## config.mk

```make
export PLATFORM = sky130hd
export DESIGN_NAME = serial_latch_driver
export DESIGN_NICKNAME = d
export VERILOG_FILES = /design/src/rtl/sld_pkg.sv /design/src/rtl/sld_edge_sync.sv /design/src/rtl/sld_shift_chain.sv /design/src/rtl/sld_store_latch.sv /design/src/rtl/sld_pin_drive.sv /design/src/rtl/serial_latch_driver.sv
export SDC_FILE = /design/constraint.sdc
export NUM_CORES = 1
export LEC_CHECK = 0
export BUFFER_PORTS_ARGS = -buffer_cell sky130_fd_sc_hd__buf_2
export CAP_MARGIN = 30
export CORE_MARGIN = 1.5
export CORE_UTILIZATION = 36
export DETAILED_ROUTE_END_ITERATION = 10
export PLACE_DENSITY_LB_ADDON = 0.15
export REMOVE_ABC_BUFFERS = 1
export SLEW_MARGIN = 20
export SYNTH_ARGS = -nofsm -noshare
export SYNTH_HDL_FRONTEND = slang
export SYNTH_SLANG_ARGS = --single-unit
```

## constraint.sdc

```tcl
create_clock -name clk -period 2.7 [get_ports clk]
set_input_delay 0.54 -clock clk [delete_from_list [all_inputs] [get_ports clk]]
set_output_delay 0.54 -clock clk [all_outputs]
set_load 0.1 [all_outputs]
```

## src/rtl/sld_pkg.sv

```systemverilog
package sld_pkg;
   localparam int unsigned DEF_STAGES = 12;
   localparam int unsigned DEF_SYNC   = 2;

   // index of each sampled control in the synchronizer vector
   localparam int unsigned IDX_SCLK  = 0;
   localparam int unsigned IDX_LATCH = 1;
   localparam int unsigned IDX_DATA  = 2;
   localparam int unsigned CTRL_W    = 3;

   typedef struct packed {
      logic rise;
      logic fall;
      logic level;
   } edge_info_t;

   function automatic logic resolve_pin(input logic pull_down);
      return pull_down ? 1'b0 : 1'b1;
   endfunction
endpackage

```

## src/rtl/sld_edge_sync.sv

```systemverilog
module sld_edge_sync #(
   parameter int unsigned W           = 3,
   parameter int unsigned SYNC_STAGES = 2
) (
   input  logic         clk,
   input  logic         rst_n,
   input  logic [W-1:0] raw,
   output logic [W-1:0] level,
   output logic [W-1:0] rise,
   output logic [W-1:0] fall
);
   logic [W-1:0] prev_q;

   generate
      if (SYNC_STAGES == 0) begin : g_bypass
         assign level = raw;
      end else begin : g_chain
         logic [W-1:0] sync_q [SYNC_STAGES];
         always_ff @(posedge clk) begin
            if (!rst_n) begin
               for (int k = 0; k < SYNC_STAGES; k++) sync_q[k] <= '0;
            end else begin
               sync_q[0] <= raw;
               for (int k = 1; k < SYNC_STAGES; k++) sync_q[k] <= sync_q[k-1];
            end
         end
         assign level = sync_q[SYNC_STAGES-1];
      end
   endgenerate

   always_ff @(posedge clk) begin
      if (!rst_n) prev_q <= '0;
      else        prev_q <= level;
   end

   assign rise = level & ~prev_q;
   assign fall = ~level & prev_q;
endmodule

```

## src/rtl/sld_shift_chain.sv

```systemverilog
module sld_shift_chain #(
   parameter int unsigned STAGES = 12
) (
   input  logic              clk,
   input  logic              rst_n,
   input  logic              step,
   input  logic              bit_in,
   output logic [STAGES-1:0] q
);
   genvar g;
   generate
      for (g = 0; g < STAGES; g++) begin : g_stage
         logic src;
         if (g == 0) begin : g_head
            assign src = bit_in;
         end else begin : g_body
            assign src = q[g-1];
         end
         always_ff @(posedge clk) begin
            if (!rst_n)    q[g] <= 1'b0;
            else if (step) q[g] <= src;
         end
      end
   endgenerate
endmodule

```

## src/rtl/sld_store_latch.sv

```systemverilog
module sld_store_latch #(
   parameter int unsigned STAGES = 12
) (
   input  logic              clk,
   input  logic              rst_n,
   input  logic              open_i,
   input  logic [STAGES-1:0] d,
   output logic [STAGES-1:0] q
);
   always_ff @(posedge clk) begin
      if (!rst_n)      q <= '0;
      else if (open_i) q <= d;
   end
endmodule

```

## src/rtl/sld_pin_drive.sv

```systemverilog
module sld_pin_drive
   import sld_pkg::*;
#(
   parameter int unsigned STAGES = 12
) (
   input  logic              enable,
   input  logic [STAGES-1:0] stored,
   output logic [STAGES-1:0] pd_en,
   output logic [STAGES-1:0] pin_level
);
   genvar g;
   generate
      for (g = 0; g < STAGES; g++) begin : g_pin
         assign pd_en[g]     = enable & ~stored[g];
         assign pin_level[g] = resolve_pin(pd_en[g]);
      end
   endgenerate
endmodule

```

## src/rtl/serial_latch_driver.sv

```systemverilog
module serial_latch_driver
   import sld_pkg::*;
#(
   parameter int unsigned STAGES      = DEF_STAGES,
   parameter int unsigned SYNC_STAGES = DEF_SYNC
) (
   input  logic              clk,
   input  logic              rst_n,
   input  logic              ser_in,
   input  logic              shift_clk,
   input  logic              latch_ctl,
   input  logic              oe_n,
   output logic [STAGES-1:0] pd_en,
   output logic [STAGES-1:0] pin_level,
   output logic              casc_out
);
   localparam int unsigned LAST = STAGES - 1;

   generate
      if (STAGES < 2) begin : g_bad_stages
         $error("serial_latch_driver: STAGES must be at least 2");
      end
      if (SYNC_STAGES > 4) begin : g_bad_sync
         $error("serial_latch_driver: SYNC_STAGES must be 0 to 4");
      end
   endgenerate

   logic [CTRL_W-1:0] raw_v, lvl_v, rise_v, fall_v;
   edge_info_t        sclk_i;
   logic              latch_open;
   logic              data_s;
   logic              oe_on;
   logic [STAGES-1:0] chain_q;
   logic [STAGES-1:0] store_q;
   logic              casc_q;

   // an undriven enable resolves as low (internal pull-down)
   assign oe_on = (oe_n !== 1'b1);

   always_comb begin
      raw_v            = '0;
      raw_v[IDX_SCLK]  = shift_clk;
      raw_v[IDX_LATCH] = latch_ctl;
      raw_v[IDX_DATA]  = ser_in;
   end

   sld_edge_sync #(.W(CTRL_W), .SYNC_STAGES(SYNC_STAGES)) u_sync (
      .clk(clk), .rst_n(rst_n), .raw(raw_v),
      .level(lvl_v), .rise(rise_v), .fall(fall_v)
   );

   assign sclk_i.rise  = rise_v[IDX_SCLK];
   assign sclk_i.fall  = fall_v[IDX_SCLK];
   assign sclk_i.level = lvl_v[IDX_SCLK];
   assign latch_open   = lvl_v[IDX_LATCH];
   assign data_s       = lvl_v[IDX_DATA];

   sld_shift_chain #(.STAGES(STAGES)) u_chain (
      .clk(clk), .rst_n(rst_n), .step(sclk_i.rise), .bit_in(data_s), .q(chain_q)
   );

   sld_store_latch #(.STAGES(STAGES)) u_store (
      .clk(clk), .rst_n(rst_n), .open_i(latch_open), .d(chain_q), .q(store_q)
   );

   always_ff @(posedge clk) begin
      if (!rst_n)           casc_q <= 1'b0;
      else if (sclk_i.fall) casc_q <= chain_q[LAST];
   end
   assign casc_out = casc_q;

   sld_pin_drive #(.STAGES(STAGES)) u_pins (
      .enable(oe_on), .stored(store_q), .pd_en(pd_en), .pin_level(pin_level)
   );
endmodule


```

==> results.md <==
* Slew Limit Fails at 0
* Critical register-to-register path startpoint: u_sync.g_chain.sync_q[0][4]
* Pre-Repair DR Iteration Count at 2
* Area growth from synthesis to layout at 18.1%
* Count of nets after finishing at 159
* Floorplan die height at just over 60 um
* Path type of the worst min-delay path: in2reg
* Number of flip-flops and latches in the synthesized netlist at 32
* DRC violation count after routing at 0
* Element type at the critical path end: primary output
* Unrepaired setup endpoints after global routing: false
* Static Leak at about 0.63 nW
* Remaining Overflow, GRT at 0
* Clock tree from TritonCTS: done
* Max-cap viol count at 0
* Cells taking the most area after synthesis: sky130_fd_sc_hd__dfxtp_1, sky130_fd_sc_hd__mux2i_1, sky130_fd_sc_hd__nor2b_1
* Area fraction of the dominant cell type after synthesis at 0.518
* Worst path most repeated cell: sky130_fd_sc_hd__buf_2
* Dominant cell type by area after synthesis: sky130_fd_sc_hd__dfxtp_1
* Sinks on the clock net at 32
* Yosys synthesis warning count at 0
* Relative slew slack at 0.535
* Overall power consumption at 0.957 mW
* Via count of the first global-routing pass at ~720
* Post-Synthesis Mean Instance Area at 10.1 sq um
* Maximum buffer depth of the clock tree at 2
* Post-route antenna net violation count at 0
* Effective utilization at floorplan at 0.374
* Worst supply voltage drop on vdd at 0.000330 V
* Fill cell total of the finished layout at 342
* Die Footprint at roughly 3800 sq um
* Post-synthesis instance total at 122
* Number of antenna violations at the first check in global routing at 0
* Average vias per placed instance at 4.20
* Area of the mapped netlist at ~1200 sq um
* Aggregate global-route resource usage at 0.116
* Highest clock frequency the design can meet at approximately 0.50 GHz
* RePlAce Congestion at approximately 0.66
* Utilization after layout at 0.441
* Chain of cells forming the critical path: buf_2 > or2_2 > inv_1 > buf_2
* Yosys cell types at 13
* Slowest cell on crit path: sky130_fd_sc_hd__buf_2
* Number of DRC violations after detailed-routing iteration 0 at 23
* CTS Buf Count at 5
* Start point of the worst min-delay path: shift_clk
* Worst path required time at roughly 2.2 ns
* Placed inst area at roughly 1400 sq um
* Worst-skew pair later-pin latency at roughly 0.33 ns
* Post-route worst setup slack at roughly 0.7 ns
* Number of top-level pins at 31
* H-Tree Level Count at 2
* Total number of vias at between 800 and 900
* CP startpoint kind: input port
* Post-CTS clock slew at the launch and capture registers of the worst setup and hold paths at about 0.080 ns
* Largest net degree at the start of global routing at 34
* Count of hold buffers inserted by post-cts repair at 0
* Layout cell share with drive strength beyond 1 at 0.299
* Detail-routed net length per standard cell at 9.68 um
* Quantity of I/O buffers inserted on ports at 30
* Setup-violating endpoint count in the final report at 0
* Number of hold violations in the final report at 0
* Total number of placement rows at 21
* Global-route wire length before repair at 3040 um
* Tightest Pin Transition at roughly 0.7 ns
* Sequential cell area fraction in the yosys report at 0.518
* Total wirelength of the detailed-routed design at 1940 um
* Diodes inserted at 0
* Post-CTS setup buffer count at 0
* CTS-repair resized insts at 0
* Worst clock skew on the final layout at just under 0.008 ns
* Worst setup startpoint: oe_n
* Setup Crit Path Kind: in2out
* Core Box Area at 3310 sq um
* Placement-stage worst setup slack at 0.683 ns
* Maximum cell stage delay along the critical path at between 0.4 and 0.5 ns
* Run status: complete, no violations
* Power density over the cells at around 650 nW/um^2
* DPL Wire Length at 1300 um
* Buffer cell driving the clock tree root: sky130_fd_sc_hd__clkbuf_4
* Period Utilization, post-route at 0.744
* Final cell area excluding filler cells at around 1500 sq um
* Chip Width at a little over 60 um
* Critical path peak fanout at 12
* CP Data Arrival Time at 1.47 ns
* Min Clock Period, post-route at approximately 2 ns
==> power breakdown <==
group          total [mW]  switching, mW  internal [mW]
sequential          0.481        0.00477          0.476
combinational       0.198          0.167         0.0318
clock               0.278          0.149          0.128
==> path summary, 6_finish.rpt <==
check	endpoint	slack [ns]	cells after the start
worst max-delay path	pd_en[11]	0.69	4
worst min-delay path	u_sync.g_chain.sync_q[0][0]	0.42	2
worst max register to register	u_store.q[0]	1.50	2
worst min register to register	u_sync.g_chain.sync_q[0][4]	0.44	1
==> sequential cells by signal (all words and copies together) (netlist names) <==
signal                 count
u_chain.g_stage.src       11
u_sync.g_chain.sync_q      6
u_chain.q                  1
u_store.q                 12
u_sync.prev_q              1
casc_out                   1
==> cell families after synthesis <==
logic type | synth area share
buf+inv | 0.0708
mux | 0.202
flops | 0.518
simple gates | 0.209
==> Yosys cell counts (all sizes together) <==
| cell | number |
|---|---|
| dfxtp | 32 |
| mux2i | 25 |
| nand2 | 14 |
| nor2b | 14 |
| inv | 12 |
| or2 | 9 |
| and2 | 7 |
| buf | 3 |
| clkbuf | 3 |
| nor2 | 3 |
==> area by class of cell <==
cell class | instances | area [sq um] | share of cell area
multi-input cells | 72 | 509 | 0.348
well taps | 46 | 57.6 | 0.0394
repair buffers | 30 | 150 | 0.103
inverters | 12 | 45.0 | 0.0308
clock buffers | 8 | 58.8 | 0.0402
flip-flops and latches | 32 | 641 | 0.438
==> metal layers <==
layer,track usage,vias to the layer above,part of all wire
li1,-,440,-
met1,0.127,369,0.48
met2,0.176,24,0.43
met3,0.0630,7,0.063
met4,0.0729,0,0.025
met5,0,-,0
==> cell usage in the layout, fill, tap and decap left out <==
cell / n
sky130_fd_sc_hd__clkbuf_4: 5
sky130_fd_sc_hd__inv_1: 12
sky130_fd_sc_hd__buf_2: 30
sky130_fd_sc_hd__or2_2: 9
sky130_fd_sc_hd__nand2_1: 14
sky130_fd_sc_hd__nor2b_1: 13
sky130_fd_sc_hd__nor2_1: 3
sky130_fd_sc_hd__mux2i_1: 25
sky130_fd_sc_hd__clkbuf_1: 2
sky130_fd_sc_hd__dfxtp_1: 32
sky130_fd_sc_hd__and2_1: 7
sky130_fd_sc_hd__clkbuf_8: 1
sky130_fd_sc_hd__nor2b_4: 1
==> stage by stage <==
step,setup TNS [ns],hold slack (ns),std cells
after floorplan,-1.77,0.406,116
after global placement,0,0.409,192
after detailed placement,0,0.418,192
after CTS,0,0.401,200
after global routing,0,0.405,200
final,0,0.416,200
==> worst max-delay path, delay by kind of cell <==
kind	cells	cell delay, ns
simple gates	1	0.30
buf+inv	3	0.63
(Power assumes the default switching activity.)
